## config.mk

```make
export PLATFORM = sky130hd
export DESIGN_NAME = serial_mem_port
export DESIGN_NICKNAME = d
export VERILOG_FILES = /design/src/rtl/smp_pkg.sv /design/src/rtl/smp_addr_reg.sv /design/src/rtl/smp_data_reg.sv /design/src/rtl/smp_bus_seq.sv /design/src/rtl/smp_readout.sv /design/src/rtl/serial_mem_port.sv
export SDC_FILE = /design/constraint.sdc
export NUM_CORES = 1
export LEC_CHECK = 0
export BUFFER_PORTS_ARGS = -buffer_cell sky130_fd_sc_hd__buf_4
export CAP_MARGIN = 25
export CORE_MARGIN = 4
export CORE_UTILIZATION = 49
export CTS_CLUSTER_DIAMETER = 50
export DETAILED_ROUTE_END_ITERATION = 7
export PLACE_DENSITY_LB_ADDON = 0.15
export SLEW_MARGIN = 20
export SYNTH_ARGS = -nofsm -noshare
export SYNTH_HDL_FRONTEND = slang
export SYNTH_SLANG_ARGS = --single-unit
```

## constraint.sdc

```tcl
create_clock -name clk -period 1.9 [get_ports clk]
set_clock_uncertainty 0.05 [all_clocks]
set_input_delay 0.285 -clock clk [delete_from_list [all_inputs] [get_ports clk]]
set_output_delay 0.285 -clock clk [all_outputs]
set_load 0.05 [all_outputs]
```

## src/rtl/smp_pkg.sv

```systemverilog
package smp_pkg;
  typedef enum logic [2:0] {
    PH_IDLE,
    PH_RD_OPEN,
    PH_RD_LATCH,
    PH_WR_PULSE,
    PH_WR_SETTLE
  } phase_e;

  typedef struct packed {
    logic write;
    logic byte_mode;
    logic sext;
  } cmd_t;
endpackage

```

## src/rtl/smp_addr_reg.sv

```systemverilog
module smp_addr_reg #(
  parameter int AW = 16
) (
  input  logic          clk,
  input  logic          rst_n,
  input  logic          shift_en,
  input  logic          bit_in,
  output logic [AW-1:0] addr_q
);
  // Hold-capable shifter: moves only while shift_en is high.
  always_ff @(posedge clk) begin
    if (!rst_n)        addr_q <= '0;
    else if (shift_en) addr_q <= {bit_in, addr_q[AW-1:1]};
  end
endmodule

```

## src/rtl/smp_data_reg.sv

```systemverilog
module smp_data_reg #(
  parameter int LANE_W    = 8,
  parameter int NUM_LANES = 4,
  localparam int DW       = LANE_W * NUM_LANES
) (
  input  logic          clk,
  input  logic          rst_n,
  input  logic          cap_en,
  input  logic [DW-1:0] cap_data,
  input  logic          rep_en,
  input  logic          in_fire,
  input  logic          in_bit,
  input  logic          out_fire,
  output logic [DW-1:0] data_q
);
  logic [DW-1:0] rep_val;

  // Top lane copied to every lane for byte writes.
  for (genvar g = 0; g < NUM_LANES; g++) begin : g_rep
    assign rep_val[g*LANE_W +: LANE_W] = data_q[DW-1 -: LANE_W];
  end

  always_ff @(posedge clk) begin
    if (!rst_n)        data_q <= '0;
    else if (cap_en)   data_q <= cap_data;
    else if (rep_en)   data_q <= rep_val;
    else if (in_fire)  data_q <= {in_bit, data_q[DW-1:1]};
    else if (out_fire) data_q <= {1'b0, data_q[DW-1:1]};
  end
endmodule

```

## src/rtl/smp_bus_seq.sv

```systemverilog
module smp_bus_seq
  import smp_pkg::*;
#(
  parameter int NUM_LANES = 4,
  localparam int SELW     = $clog2(NUM_LANES)
) (
  input  logic                 clk,
  input  logic                 rst_n,
  input  logic                 start_ok,
  input  cmd_t                 cmd_in,
  input  logic [SELW-1:0]      lane_sel,
  output cmd_t                 cmd_q,
  output logic                 ce,
  output logic                 oe,
  output logic [NUM_LANES-1:0] we,
  output logic                 busy,
  output logic                 cap_en,
  output logic                 rep_en
);
  phase_e phase_q, phase_d;

  always_comb begin
    phase_d = phase_q;
    unique case (phase_q)
      PH_IDLE:      if (start_ok) phase_d = cmd_in.write ? PH_WR_PULSE : PH_RD_OPEN;
      PH_RD_OPEN:   phase_d = PH_RD_LATCH;
      PH_RD_LATCH:  phase_d = PH_IDLE;
      PH_WR_PULSE:  phase_d = PH_WR_SETTLE;
      PH_WR_SETTLE: phase_d = PH_IDLE;
      default:      phase_d = PH_IDLE;
    endcase
  end

  always_ff @(posedge clk) begin
    if (!rst_n) begin
      phase_q <= PH_IDLE;
      cmd_q   <= '0;
    end else begin
      phase_q <= phase_d;
      if (start_ok) cmd_q <= cmd_in;
    end
  end

  assign busy   = (phase_q != PH_IDLE);
  assign ce     = busy;
  assign oe     = (phase_q == PH_RD_OPEN) || (phase_q == PH_RD_LATCH);
  assign cap_en = (phase_q == PH_RD_LATCH);
  assign rep_en = start_ok && cmd_in.write && cmd_in.byte_mode;

  // Strobe decode at the processor side: one lane for bytes, all for words.
  for (genvar g = 0; g < NUM_LANES; g++) begin : g_we
    logic lane_hit;
    assign lane_hit = (lane_sel == g[SELW-1:0]);
    assign we[g]    = (phase_q == PH_WR_PULSE) && (!cmd_q.byte_mode || lane_hit);
  end
endmodule

```

## src/rtl/smp_readout.sv

```systemverilog
module smp_readout #(
  parameter int LANE_W    = 8,
  parameter int NUM_LANES = 4,
  localparam int DW       = LANE_W * NUM_LANES,
  localparam int SELW     = $clog2(NUM_LANES),
  localparam int CW       = $clog2(DW)
) (
  input  logic            clk,
  input  logic            rst_n,
  input  logic            cap_en,
  input  logic [DW-1:0]   cap_data,
  input  logic [DW-1:0]   data_q,
  input  logic [SELW-1:0] lane_sel,
  input  logic            byte_mode,
  input  logic            sext,
  input  logic            out_ready,
  output logic            out_valid,
  output logic            out_bit,
  output logic            out_fire
);
  logic [CW-1:0]        cnt_q;
  logic                 active_q;
  logic                 sign_q;
  logic [NUM_LANES-1:0] lane_lsb;
  logic [NUM_LANES-1:0] lane_msb;

  for (genvar g = 0; g < NUM_LANES; g++) begin : g_lane
    assign lane_lsb[g] = data_q[g*LANE_W];
    assign lane_msb[g] = cap_data[g*LANE_W + LANE_W - 1];
  end

  assign out_valid = active_q;
  assign out_fire  = active_q && out_ready;

  always_ff @(posedge clk) begin
    if (!rst_n) begin
      active_q <= 1'b0;
      cnt_q    <= '0;
      sign_q   <= 1'b0;
    end else if (cap_en) begin
      active_q <= 1'b1;
      cnt_q    <= '0;
      sign_q   <= lane_msb[lane_sel];
    end else if (out_fire) begin
      if (cnt_q == CW'(DW - 1)) active_q <= 1'b0;
      cnt_q <= cnt_q + 1'b1;
    end
  end

  // Whole register shifts down, so each lane's bit 0 walks through the lane.
  always_comb begin
    if (!byte_mode)                out_bit = data_q[0];
    else if (cnt_q < CW'(LANE_W))  out_bit = lane_lsb[lane_sel];
    else                           out_bit = sext & sign_q;
  end
endmodule

```

## src/rtl/serial_mem_port.sv

```systemverilog
module serial_mem_port
  import smp_pkg::*;
#(
  parameter int AW        = 16,
  parameter int LANE_W    = 8,
  parameter int NUM_LANES = 4
) (
  input  logic                                  clk,
  input  logic                                  rst_n,
  input  logic                                  addr_load,
  input  logic                                  addr_sin,
  input  logic                                  sin_valid,
  output logic                                  sin_ready,
  input  logic                                  sin_bit,
  output logic                                  sout_valid,
  input  logic                                  sout_ready,
  output logic                                  sout_bit,
  input  logic                                  start,
  input  logic                                  cmd_write,
  input  logic                                  cmd_byte,
  input  logic                                  cmd_sext,
  output logic                                  busy,
  output logic [AW-$clog2(NUM_LANES)-1:0]       mem_word_addr,
  output logic [LANE_W*NUM_LANES-1:0]           mem_wdata,
  input  logic [LANE_W*NUM_LANES-1:0]           mem_rdata,
  output logic                                  mem_ce,
  output logic                                  mem_oe,
  output logic [NUM_LANES-1:0]                  mem_we
);
  localparam int DW   = LANE_W * NUM_LANES;
  localparam int SELW = $clog2(NUM_LANES);

  logic [AW-1:0]   addr_q;
  logic [SELW-1:0] lane_sel;
  logic [DW-1:0]   data_q;
  cmd_t            cmd_in, cmd_q;
  logic            start_ok, sin_fire, out_fire, cap_en, rep_en;

  assign cmd_in        = {cmd_write, cmd_byte, cmd_sext};
  assign lane_sel      = addr_q[SELW-1:0];
  assign mem_word_addr = addr_q[AW-1:SELW];
  assign mem_wdata     = data_q;
  assign start_ok      = start && !busy && !sout_valid;
  assign sin_ready     = !busy && !sout_valid && !start;
  assign sin_fire      = sin_valid && sin_ready;

  smp_addr_reg #(.AW(AW)) u_addr (
    .clk(clk), .rst_n(rst_n), .shift_en(addr_load), .bit_in(addr_sin), .addr_q(addr_q)
  );

  smp_data_reg #(.LANE_W(LANE_W), .NUM_LANES(NUM_LANES)) u_data (
    .clk(clk), .rst_n(rst_n), .cap_en(cap_en), .cap_data(mem_rdata), .rep_en(rep_en),
    .in_fire(sin_fire), .in_bit(sin_bit), .out_fire(out_fire), .data_q(data_q)
  );

  smp_bus_seq #(.NUM_LANES(NUM_LANES)) u_seq (
    .clk(clk), .rst_n(rst_n), .start_ok(start_ok), .cmd_in(cmd_in), .lane_sel(lane_sel),
    .cmd_q(cmd_q), .ce(mem_ce), .oe(mem_oe), .we(mem_we), .busy(busy),
    .cap_en(cap_en), .rep_en(rep_en)
  );

  smp_readout #(.LANE_W(LANE_W), .NUM_LANES(NUM_LANES)) u_rdo (
    .clk(clk), .rst_n(rst_n), .cap_en(cap_en), .cap_data(mem_rdata), .data_q(data_q),
    .lane_sel(lane_sel), .byte_mode(cmd_q.byte_mode), .sext(cmd_q.sext),
    .out_ready(sout_ready), .out_valid(sout_valid), .out_bit(sout_bit), .out_fire(out_fire)
  );
endmodule

```

Word level (Yosys, flattened, before mapping)
Cells that the tools add are included.

cells by class
  mux-type cells = 16
  $add $sub $neg = 1
  magnitude comparators = 2
  equal/unequal tests = 9
  reductions and logical operators = 31
  bitwise logic cells = 2

operator list
  operator                                             number
  two-way mux 32 bit                                   4
  logical AND 1 bit                                    12
  one-hot mux 3 bit (3 select lines)                   1
  two-way mux 1 bit                                    7
  equality test 3 x 2 -> 1 bit, second input constant  2
  nonzero test 3 bit                                   2
  adder 5 x 1 -> 5 bit, second input constant          1
  equality test 5 bit, second input constant           1
  logical OR 1 bit                                     5
  < comparator 5 x 4 -> 1 bit, second input constant   1
  binary-select mux 1 bit (select 2 bit)               2
  equality test 2 bit, second input constant           2
  logical NOT 1 bit                                    4
  AND reduction 2 bit                                  2
  nonzero test 2 bit                                   2
  nonzero test 4 bit                                   1
  equality test 3 x 1 -> 1 bit, second input constant  1
  logical NOT 3 bit                                    1
  < comparator 2 x 3 -> 1 bit, second input constant   1
  two-way mux 3 bit                                    1
  equality test 2 x 1 -> 1 bit, second input constant  1
  logical NOT 2 bit                                    1
  two-way mux 2 bit                                    1
  != test 2 x 1 -> 1 bit, second input constant        1
  other kinds (4)                                      4

word-level totals
  input port bits = 43
  register bits after elaboration = 60

Longest topological paths before layout
Gate-level depths: netlist of run 1.

  depth after elaboration = 8
  mapped depth = 7

Modules after synthesis
Synthesis of run 1 repeated with hierarchy kept, for this count alone.

second synthesis, totals
  cell total of the unflattened synthesis = 322
  area total of the unflattened synthesis = 2889.0 um^2

by module, submodules not included
  module           instances  area an instance (um^2)  seq. area each (um^2)  cells each
  smp_data_reg     1          1587.8                   640.6                  193
  smp_addr_reg     1          615.6                    320.3                  51
  smp_readout      1          367.9                    140.1                  41
  smp_bus_seq      1          290.3                    120.1                  34
  serial_mem_port  1          27.5                     0.0                    3

Worst setup path after synthesis of run 1
OpenSTA, ideal clock, no wires.

  path kind = flip-flop to output port
  start point = reg u_seq.phase_q[0]
  end point = out sin_ready
  required time = 1565 ps
  path buffers = 0
  arrival time = 2023 ps
  slack = -458 ps
  stages on the path, launching flop included = 4
  path through = dfxtp_1 > nor3_2 > inv_2 > nor3_1

between the ends
  word-level cells in the longest chain between the ends = 4

RTL lines
  what                             line                   text
  start, declared                  smp_bus_seq.sv:20      phase_e phase_q, phase_d;
  start signal, assigned           smp_bus_seq.sv:39      phase_q <= phase_d;
  nonzero test 3 bit               smp_bus_seq.sv:44      assign busy = (phase_q != PH_IDLE);
  via busy                         serial_mem_port.sv:22  output logic busy,
  logical NOT 1 bit                serial_mem_port.sv:44  assign sin_ready = !busy && !sout_valid && !start;
  logical AND 1 bit (2 in series)  serial_mem_port.sv:44
  end, declared                    serial_mem_port.sv:13  output logic sin_ready,

The timed path passes the listed nets, and every way through them passes these cells.

Worst setup path after layout of run 1
  start point = reg u_addr.addr_q[0]
  end point = out sout_bit

between the ends
  word-level cells in the longest chain between the ends = 4

RTL lines
  what                                     line                   text
  start, declared                          smp_addr_reg.sv:8      output logic [AW-1:0] addr_q
  start signal, assigned                   smp_addr_reg.sv:13     else if (shift_en) addr_q <= {bit_in, addr_q[AW-1:1]};
  binary-select mux 1 bit (select 2 bit)   smp_readout.sv:53      else if (cnt_q < CW'(LANE_W)) out_bit = lane_lsb[lane_sel];
  two-way mux 1 bit (implied by the code)  smp_readout.sv:53
  two-way mux 1 bit                        smp_readout.sv:53
  two-way mux 1 bit                        smp_readout.sv:52      if (!byte_mode) out_bit = data_q[0];
  end, declared                            serial_mem_port.sv:17  output logic sout_bit,

Every way passes these cells. The select of a mux whose other input is x is not followed.

==> out/qor.csv, run 1 <==
metric,value,unit
"FFs w/ async S/R, synth",0,%
crit end category,output port,
syn nets,323,
post-synth top area share,44.4,%
synthesized area,2700,um^2
synth unique cells,41,
total power,3.55,mW
nets,410,
setup slack after layout,0.0542,ns
min cycle time layout,1.85,ns
Area Overhead vs Synth,35.1,%
critical path class,reg2out,
largest net degree at the start of global routing,37,
clock buffer count from CTS,9,
Pwr Density,972,nW/um^2
CTS tree,done,
Worst Path Required,1.56,ns
Cells after DPL,424,
I/O pins,99,
overall die width,82.3,um
"non-filler cells, final",440,
post-synth top area cell,dfxtp_1,
Post-synth EDFFs,0,
Port Buffer Count,98,
VDD IR max,0.000583,V
height of the die,82.3,um
Post-Layout Inst Area,3650,um^2
Min-Delay Path Class,in2reg,
most frequent cell after synthesis,dfxtp_1,
Highest Clock Rate,542,MHz
vias in the first global route,2294,
max-cap viol count,0,
Syn Inst Count,278,
CTS Root Cell,clkbuf_8,
clk buf depth,2,
sequential area share after synthesis,44.4,%
initial antenna violation count,0,
Sink Count,60,
Slew @ Worst Pin,0.451,ns
"Setup violations, final",0,
fin crit share,97.1,%
DRT iter0 DRCs,162,
Syn. warnings,0,
"Data arrival, critical path",1.51,ns
Final Hold Viols,0,
Slew Limit Fails,0,
ranking of synthesized cells by area,"dfxtp_1 44%, mux2i_1 8.9%, o2bb2ai_1 7.5%",
Via density,5.61,
Core Region,5240,um^2
Worst-Skew Late Latency,0.33,ns
Filler cells,418,
pre-CTS setup slack,0.123,ns
top post-synthesis cells by count,"60 x dfxtp_1, 35 x nor2_1, 24 x mux2i_1, 24 x o22ai_1, 23 x o2bb2ai_1",
multi-input logic area,1300,um^2
post-CTS setup buffers,0,
"Max FO, Critical Path",2,
routed length per instance,15.5,um
RSZ-0062 raised after global routing,yes,
GRT Total Usage,20.8,%
DR DRC count,0,
layout cell share with drive strength beyond 1,38.4,%
grt total ovfl,0,
"Clk pin slew, worst setup/hold paths",0.06,ns
placed cell area,3430,um^2
die footprint,6770,um^2
dpl hpwl,5030,um
Pleak,1.60,nW
Mapped Avg Cell Area,9.73,um^2
CP Launch Type,flip-flop,
Util after Layout,69.8,%
"antenna viol nets, final",0,
routed via count,2468,
starting density of the core,51.6,%
row cnt,26,
Slew HR,69.9,%
first-pass GRT wire length,10800,um
#FFs+latches synth,60,
ANT cells,0,
gpl congestion,0.837,
"Top FF cell, synth",dfxtp_1,
sequential cell area,1210,um^2
H-tree depth,3,
hold_ws,0.150,ns
First-pass DRT Iterations,4,
setup_tns,0,ns
final WL,6800,um
status,"finished, final reports clean",
[critical path, stage by stage, from the launching register on]
cell and delay (ns):
dfxtp_2 0.34, mux4_2 0.50, nand2_2 0.09, a31oi_4 0.08, buf_6 0.17
[report_power, final]
group	leakage [nW]	switching, mW	internal [mW]
logic	1.01	0.612	0.363
clock network	0.102	0.477	0.673
registers	0.490	0.0835	1.34
[cell families (layout without fill, tap and decap cells)]
| kind of cell | Yosys count | after routing | synth area share [%] |
|---|---|---|---|
| simple gates | 69 | 69 | 12.0 |
| fa+ha+maj | 2 | 2 | 0.925 |
| compound gates | 80 | 80 | 22.2 |
| xor+xnor | 4 | 4 | 1.30 |
| flops | 60 | 60 | 44.4 |
| buf+inv | 37 | 129 | 8.56 |
| mux | 26 | 26 | 10.6 |
[cells in the final DEF (no fill, tap or decap), types with 2 or more instances in the layout]
| cell | instances |
|---|---|
| ha_1 | 2 |
| mux2i_1 | 24 |
| a21oi_1 | 9 |
| o21a_1 | 2 |
| nand4_1 | 2 |
| o2bb2ai_1 | 23 |
| clkbuf_8 | 11 |
| nor2_1 | 35 |
| o22ai_1 | 24 |
| nand2_1 | 13 |
| buf_4 | 109 |
| dfxtp_1 | 56 |
| and4b_1 | 2 |
| o221ai_1 | 8 |
| a211oi_1 | 7 |
| clkinv_2 | 2 |
| xnor2_1 | 2 |
| nand3_1 | 4 |
| nand2b_1 | 2 |
| xor2_1 | 2 |
| dfxtp_2 | 4 |
| mux4_2 | 2 |
[final timing paths]
check	slack, ns	endpoint	cells past startpoint	startpoint
max	0.05	sout_bit	4	u_addr.addr_q[0]
min	0.15	u_addr.addr_q[15]	3	addr_sin
max reg2reg	0.16	u_data.data_q[30]	6	u_seq.phase_q[1]
min reg2reg	0.44	u_rdo.cnt_q[4]	2	u_rdo.cnt_q[4]
[state kept, by name, indices dropped and copies added, names as in the netlist]
| name | flops |
|---|---|
| u_rdo.sign_q | 1 |
| u_data.data_q | 32 |
| u_rdo.cnt_q | 5 |
| u_addr.addr_q | 16 |
| u_seq.phase_q | 3 |
| u_seq.cmd_q | 2 |
| u_rdo.out_valid | 1 |
[area by class of cell]
type	instances	share of cell area [%]
sequential	60	33.0
clock inverter	4	1.30
timing repair buffer	111	23.3
multi-input combinational	181	35.6
tap	70	2.40
inverter	2	0.205
clock buffer	12	4.25
[layer usage]
metal  GRT usage, %  wire length (um)  vias to the layer above
met5              0                 0                        -
li1               -                 -                     1202
met4           10.1               147                        0
met1           29.6              3240                     1146
met2           29.3              2850                      104
met3           4.88               559                       16
[timing repair]
action                                  CTS  global route
endpoints found under the setup margin    1            26
hold buffers                              0             0
resized for setup                         2             4
pin swaps                                 0             1
No activity file was read; power rests on OpenSTA's default activity.
==> run 2, diff against run 1 <==
CORE_MARGIN = 2   (was 4)
==> out/qor.csv, run 2 (same netlist as run 1, synthesis figures left out) <==
metric,value,unit,change
critical path's largest stage delay,0.51,ns,was 0.50 ns
max FFs per register,32,,unchanged
CP Launch Type,flip-flop,,unchanged
Pwr Density,972,nW/um^2,about the same
"Max FO, Critical Path",2,,unchanged
routed length per instance,14.8,um,was 15.5 um
Final Hold Viols,0,,unchanged
Cells after DPL,426,,was 424
first-pass GRT wire length,10700,um,"was 10,800 um"
DR DRC count,0,,unchanged
Util after Layout,67.9,%,was 69.8%
family with the most delay on the worst path,multiplexers,,unchanged
Hold Crit Start,addr_sin,,unchanged
nets,410,,unchanged
Port Buffer Count,98,,unchanged
ANT cells,0,,unchanged
height of the die,78.3,um,was 82.3 um
Via density,5.48,,was 5.61
First-pass DRT Iterations,4,,unchanged
routed via count,2418,,"was 2,468"
most frequent cells in the layout,"108 x buf_4, 57 x dfxtp_1, 35 x nor2_1",,"was 109 x buf_4, 56 x dfxtp_1, 35 x nor2_1"
"Data arrival, critical path",1.51,ns,about the same
pre-CTS setup slack,0.0113,ns,was 0.123 ns
CP max stage cell,mux4_2,,unchanged
largest registers,"u_data.data_q: 32 flops, u_addr.addr_q: 16 flops, u_rdo.cnt_q: 5 flops",,unchanged
dpl hpwl,4840,um,was 5030 um
total power,3.57,mW,was 3.55 mW
max-cap viol count,0,,unchanged
overall die width,78.3,um,was 82.3 um
critical path class,reg2out,,unchanged
"Setup violations, final",0,,unchanged
CTS tree,done,,unchanged
Worst R2R Path Depth,6,,unchanged
Highest Clock Rate,541,MHz,was 542 MHz
CTS Root Cell,clkbuf_8,,unchanged
Area Overhead vs Synth,35.7,%,was 35.1%
vias in the first global route,2212,,"was 2,294"
initial antenna violation count,0,,unchanged
Sink Count,60,,unchanged
Slew HR,66.4,%,was 69.9%
clock buffer count from CTS,9,,unchanged
cell depth of the worst setup path,4,,unchanged
Top reg by flops,u_data.data_q,,unchanged
setup slack after layout,0.0516,ns,was 0.0542 ns
setup_tns,0,ns,unchanged
Worst Path Required,1.56,ns,about the same
Core Region,5410,um^2,was 5240 um^2
Worst-Skew Late Latency,0.33,ns,about the same
hold-fix buffers at CTS,0,,unchanged
crit path buf inv count,1,,unchanged
layout cell share with drive strength beyond 1,37.7,%,was 38.4%
GRT Total Usage,22.4,%,was 20.8%
clk buf depth,2,,unchanged
status,"finished, final reports clean",,unchanged
Slew @ Worst Pin,0.504,ns,was 0.451 ns
R2R Path Start,u_seq.phase_q[1],,unchanged
final WL,6530,um,was 6800 um
Min-Delay Path Class,in2reg,,unchanged
gpl congestion,0.826,,was 0.837
VDD IR max,0.000545,V,was 0.000583 V
min cycle time layout,1.85,ns,about the same
"non-filler cells, final",441,,was 440
H-tree depth,3,,unchanged
crit path launch,u_addr.addr_q[0],,unchanged
grt total ovfl,0,,unchanged
starting density of the core,50.0,%,was 51.6%
"most common cell after layout, fill and taps aside",buf_4,,unchanged
fin crit share,97.3,%,was 97.1%
DRT iter0 DRCs,92,,was 162
Slew Limit Fails,0,,unchanged
crit end category,output port,,unchanged
I/O pins,99,,unchanged
RSZ-0062 raised after global routing,yes,,unchanged
R2R setup slack,0.10,ns,was 0.16 ns
worst path cell trace,mux4_2 > nand2_2 > a31oi_4 > buf_6,,unchanged
Pleak,1.61,nW,was 1.60 nW
row cnt,27,,was 26
largest net degree at the start of global routing,37,,unchanged
WHS Path Cells,3,,unchanged
"Clk pin slew, worst setup/hold paths",0.06,ns,about the same
"antenna viol nets, final",0,,unchanged
die footprint,6130,um^2,was 6770 um^2
[run 2: stage by stage]
step,area (um^2),hold slack (ns)
floorplan,2730,0.374
global placement,3440,0.403
detailed placement,3440,0.407
CTS,3650,0.136
global route,3670,0.160
finish,3670,0.144
[run 2: final cells by class]
type,count,area [um^2]
Fill cell,460,1740
Multi-Input combinational cell,181,1310
Sequential cell,60,1200
Timing Repair Buffer,111,857
Clock buffer,14,173
Tap cell,72,90.1
Clock inverter,1,30.0
Inverter,2,7.51
[run 2: power breakdown]
group	internal [mW]	switching, mW
clock	0.707	0.452
sequential	1.34	0.0862
combinational	0.365	0.612
total	2.42	1.15
[run 2: repair_timing]
item                                    4_1_cts  5_1_grt
resized for setup                             4        5
endpoints found under the setup margin        2       31
hold endpoints to repair                      0        0
buffers inserted                              0        0
pin swaps                                     0        1
[run 2: tightest hold or removal path: stages]
cell     delay [ns]
buf_4          0.08
mux2i_1        0.05
nor2_1         0.07
[run 2: path summary, 6_finish.rpt]
check / endpoint
worst min register to register: u_seq.cmd_q[0]
worst max-delay path: sout_bit
worst max register to register: u_data.data_q[24]
worst min-delay path: u_addr.addr_q[15]
[run 2: metal layers]
metal	GRT usage, %	wire [um]	up-vias
met4	7.37	101	0
met3	7.36	409	11
met2	33.8	3060	85
met1	30.2	2960	1126
li1	-	-	1196
met5	0	0	-
==> run 3, diff against run 2 <==
CORE_UTILIZATION = 50   (was 49)
SYNTH_HIERARCHICAL = 1   (was default)
==> out/qor.csv, run 3 <==
metric,value,unit,change
status,"complete, but fails checks",,"was finished, final reports clean"
failing checks,negative setup slack,,
largest registers,"u_data/data_q: 32 flops, u_addr/addr_q: 16 flops, u_rdo/cnt_q: 5 flops",,"was u_data.data_q: 32 flops, u_addr.addr_q: 16 flops, u_rdo.cnt_q: 5 flops"
met3 Use GR,5.09,%,was 7.36%
GRT Total Usage,26.4,%,was 22.4%
"non-filler cells, final",521,,was 441
critical path's largest stage delay,0.40,ns,was 0.51 ns
layout cell share with drive strength beyond 1,47.2,%,was 37.7%
initial antenna violation count,0,,unchanged
Sink Count,60,,unchanged
Worst-Skew Late Latency,0.33,ns,about the same
row cnt,27,,unchanged
CP Launch Type,flip-flop,,unchanged
routed via count,2980,,"was 2,418"
Mapped Avg Cell Area,8.95,um^2,was 9.73 um^2
"Clk pin slew, worst setup/hold paths",0.07,ns,was 0.06 ns
pre-CTS setup slack,-0.118,ns,was 0.0113 ns
routed length per instance,16.9,um,was 14.8 um
DRT iter0 DRCs,196,,was 92
Worst Path Required,2.11,ns,was 1.56 ns
final WL,8790,um,was 6530 um
CTS Root Cell,clkbuf_8,,unchanged
overall die width,79.6,um,was 78.3 um
Final Hold Viols,0,,unchanged
dpl hpwl,5380,um,was 4840 um
WHS Path Cells,3,,unchanged
I/O pins,99,,unchanged
"Setup violations, final",32,,was 0
die footprint,6330,um^2,was 6130 um^2
clk buf depth,2,,unchanged
H-tree depth,3,,unchanged
syn nets,364,,was 323
"most common cell after layout, fill and taps aside",buf_4,,unchanged
fin crit share,106,%,was 97.3%
grt met1 use,37.0,%,was 30.2%
VDD IR max,0.000647,V,was 0.000545 V
Slew HR,60.0,%,was 66.4%
Syn. warnings,6,,was 0
First-pass DRT Iterations,5,,was 4
nets,489,,was 410
Via density,5.72,,was 5.48
CP max stage cell,or3_4,,was mux4_2
setup slack after layout,-0.113,ns,was 0.0516 ns
largest net degree at the start of global routing,66,,was 37
gpl congestion,0.853,,was 0.826
Pleak,1.87,nW,was 1.61 nW
Util after Layout,79.7,%,was 67.9%
crit end category,flip-flop,,was output port
ANT cells,0,,unchanged
worst path cell trace,or3_4 > nor3b_4 > and3_4 > nor2b_4 > buf_6 > buf_4 > a21oi_2 > a21oi_1,,was mux4_2 > nand2_2 > a31oi_4 > buf_6
grt met2 use,40.8,%,was 33.8%
max-cap viol count,0,,unchanged
most frequent cells in the layout,"121 x buf_4, 55 x a21oi_1, 53 x dfxtp_1",,"was 108 x buf_4, 57 x dfxtp_1, 35 x nor2_1"
"antenna viol nets, final",0,,unchanged
Area Overhead vs Synth,53.6,%,was 35.7%
CTS tree,done,,unchanged
RSZ-0062 raised after global routing,yes,,unchanged
critical path class,reg2reg,,was reg2out
Worst R2R Path Depth,8,,was 6
starting density of the core,51.9,%,was 50.0%
"Data arrival, critical path",2.22,ns,was 1.51 ns
Top reg by flops,u_data/data_q,,was u_data.data_q
Syn Inst Count,319,,was 278
Cells after DPL,489,,was 426
vias in the first global route,2671,,"was 2,212"
synthesized area,2860,um^2,was 2700 um^2
Core Region,5510,um^2,was 5410 um^2
height of the die,79.6,um,was 78.3 um
max FFs per register,32,,unchanged
Pwr Density,1030,nW/um^2,was 972 nW/um^2
grt total ovfl,0,,unchanged
Min-Delay Path Class,in2reg,,unchanged
Slew Limit Fails,0,,unchanged
GRT busiest layer,met2,,unchanged
Slew @ Worst Pin,0.595,ns,was 0.504 ns
Highest Clock Rate,497,MHz,was 541 MHz
first-pass GRT wire length,13100,um,"was 10,700 um"
min cycle time layout,2.01,ns,was 1.85 ns
DR DRC count,0,,unchanged
clock buffer count from CTS,9,,unchanged
Port Buffer Count,98,,unchanged
"Max FO, Critical Path",7,,was 2
[run 3: what timing repair did]
action / in CTS / in global routing
endpoints found under the setup margin: 34 / 39
gates cloned: 1 / 3
setup buffers: 6 / 10
pin swaps: 10 / 19
hold endpoints to repair: 0 / 0
hold buffers: 0 / 0
resized for setup: 21 / 46
[run 3: metal layers]
| metal | part of all wire (%) | vias up | routed length, um |
|---|---|---|---|
| met5 | 0 | - | 0 |
| met4 | 2.2 | 0 | 191 |
| met3 | 8.4 | 26 | 737 |
| met2 | 46 | 154 | 4030 |
| met1 | 44 | 1388 | 3830 |
| li1 | - | 1412 | - |
[run 3: report_power, final]
part / switching (mW) / internal [mW] / leakage, nW
logic: 1.16 / 0.721 / 1.29
registers: 0.156 / 1.41 / 0.494
clock network: 0.489 / 0.599 / 0.0931
total: 1.80 / 2.73 / 1.87
[run 3: cell type report]
| class | count | area, um^2 |
|---|---|---|
| clock buffer | 11 | 131 |
| clock inverter | 5 | 52.6 |
| fill | 379 | 1120 |
| inverter | 2 | 7.51 |
| multi-input combinational | 234 | 1750 |
| sequential | 60 | 1210 |
| tap | 72 | 90.1 |
| timing repair buffer | 137 | 1140 |
[run 3: worst paths after layout]
| kind | startpoint | end | slack, ns |
|---|---|---|---|
| worst max-delay path | u_seq/phase_q[2] | u_data/data_q[7] | -0.11 |
| worst min-delay path | cmd_byte | u_seq/cmd_q[1] | 0.15 |
| worst max register to register | u_seq/phase_q[2] | u_data/data_q[7] | -0.11 |
| worst min register to register | u_rdo/cnt_q[1] | u_rdo/cnt_q[1] | 0.43 |
[run 3: critical path: cells and delay by family (launching register included)]
family                 cells  cell delay [ns]
AOI/OAI and AO/OA          2             0.27
buffers and inverters      2             0.26
DFF                        1             0.32
and+or+nand+nor            4             1.02
[run 3: per-stage QoR]
stage                     hold WS (ns)  setup TNS (ns)  area (um^2)  power, mW
final                            0.151           -1.74         4390       4.53
after global routing             0.168           -4.05         4390       4.71
after CTS                        0.150           -1.36         4080       4.34
after detailed placement         0.421           -2.36         3760       3.17
after global placement           0.416          -0.828         3760       3.15
after floorplan                  0.362           -8.98         2910       2.67
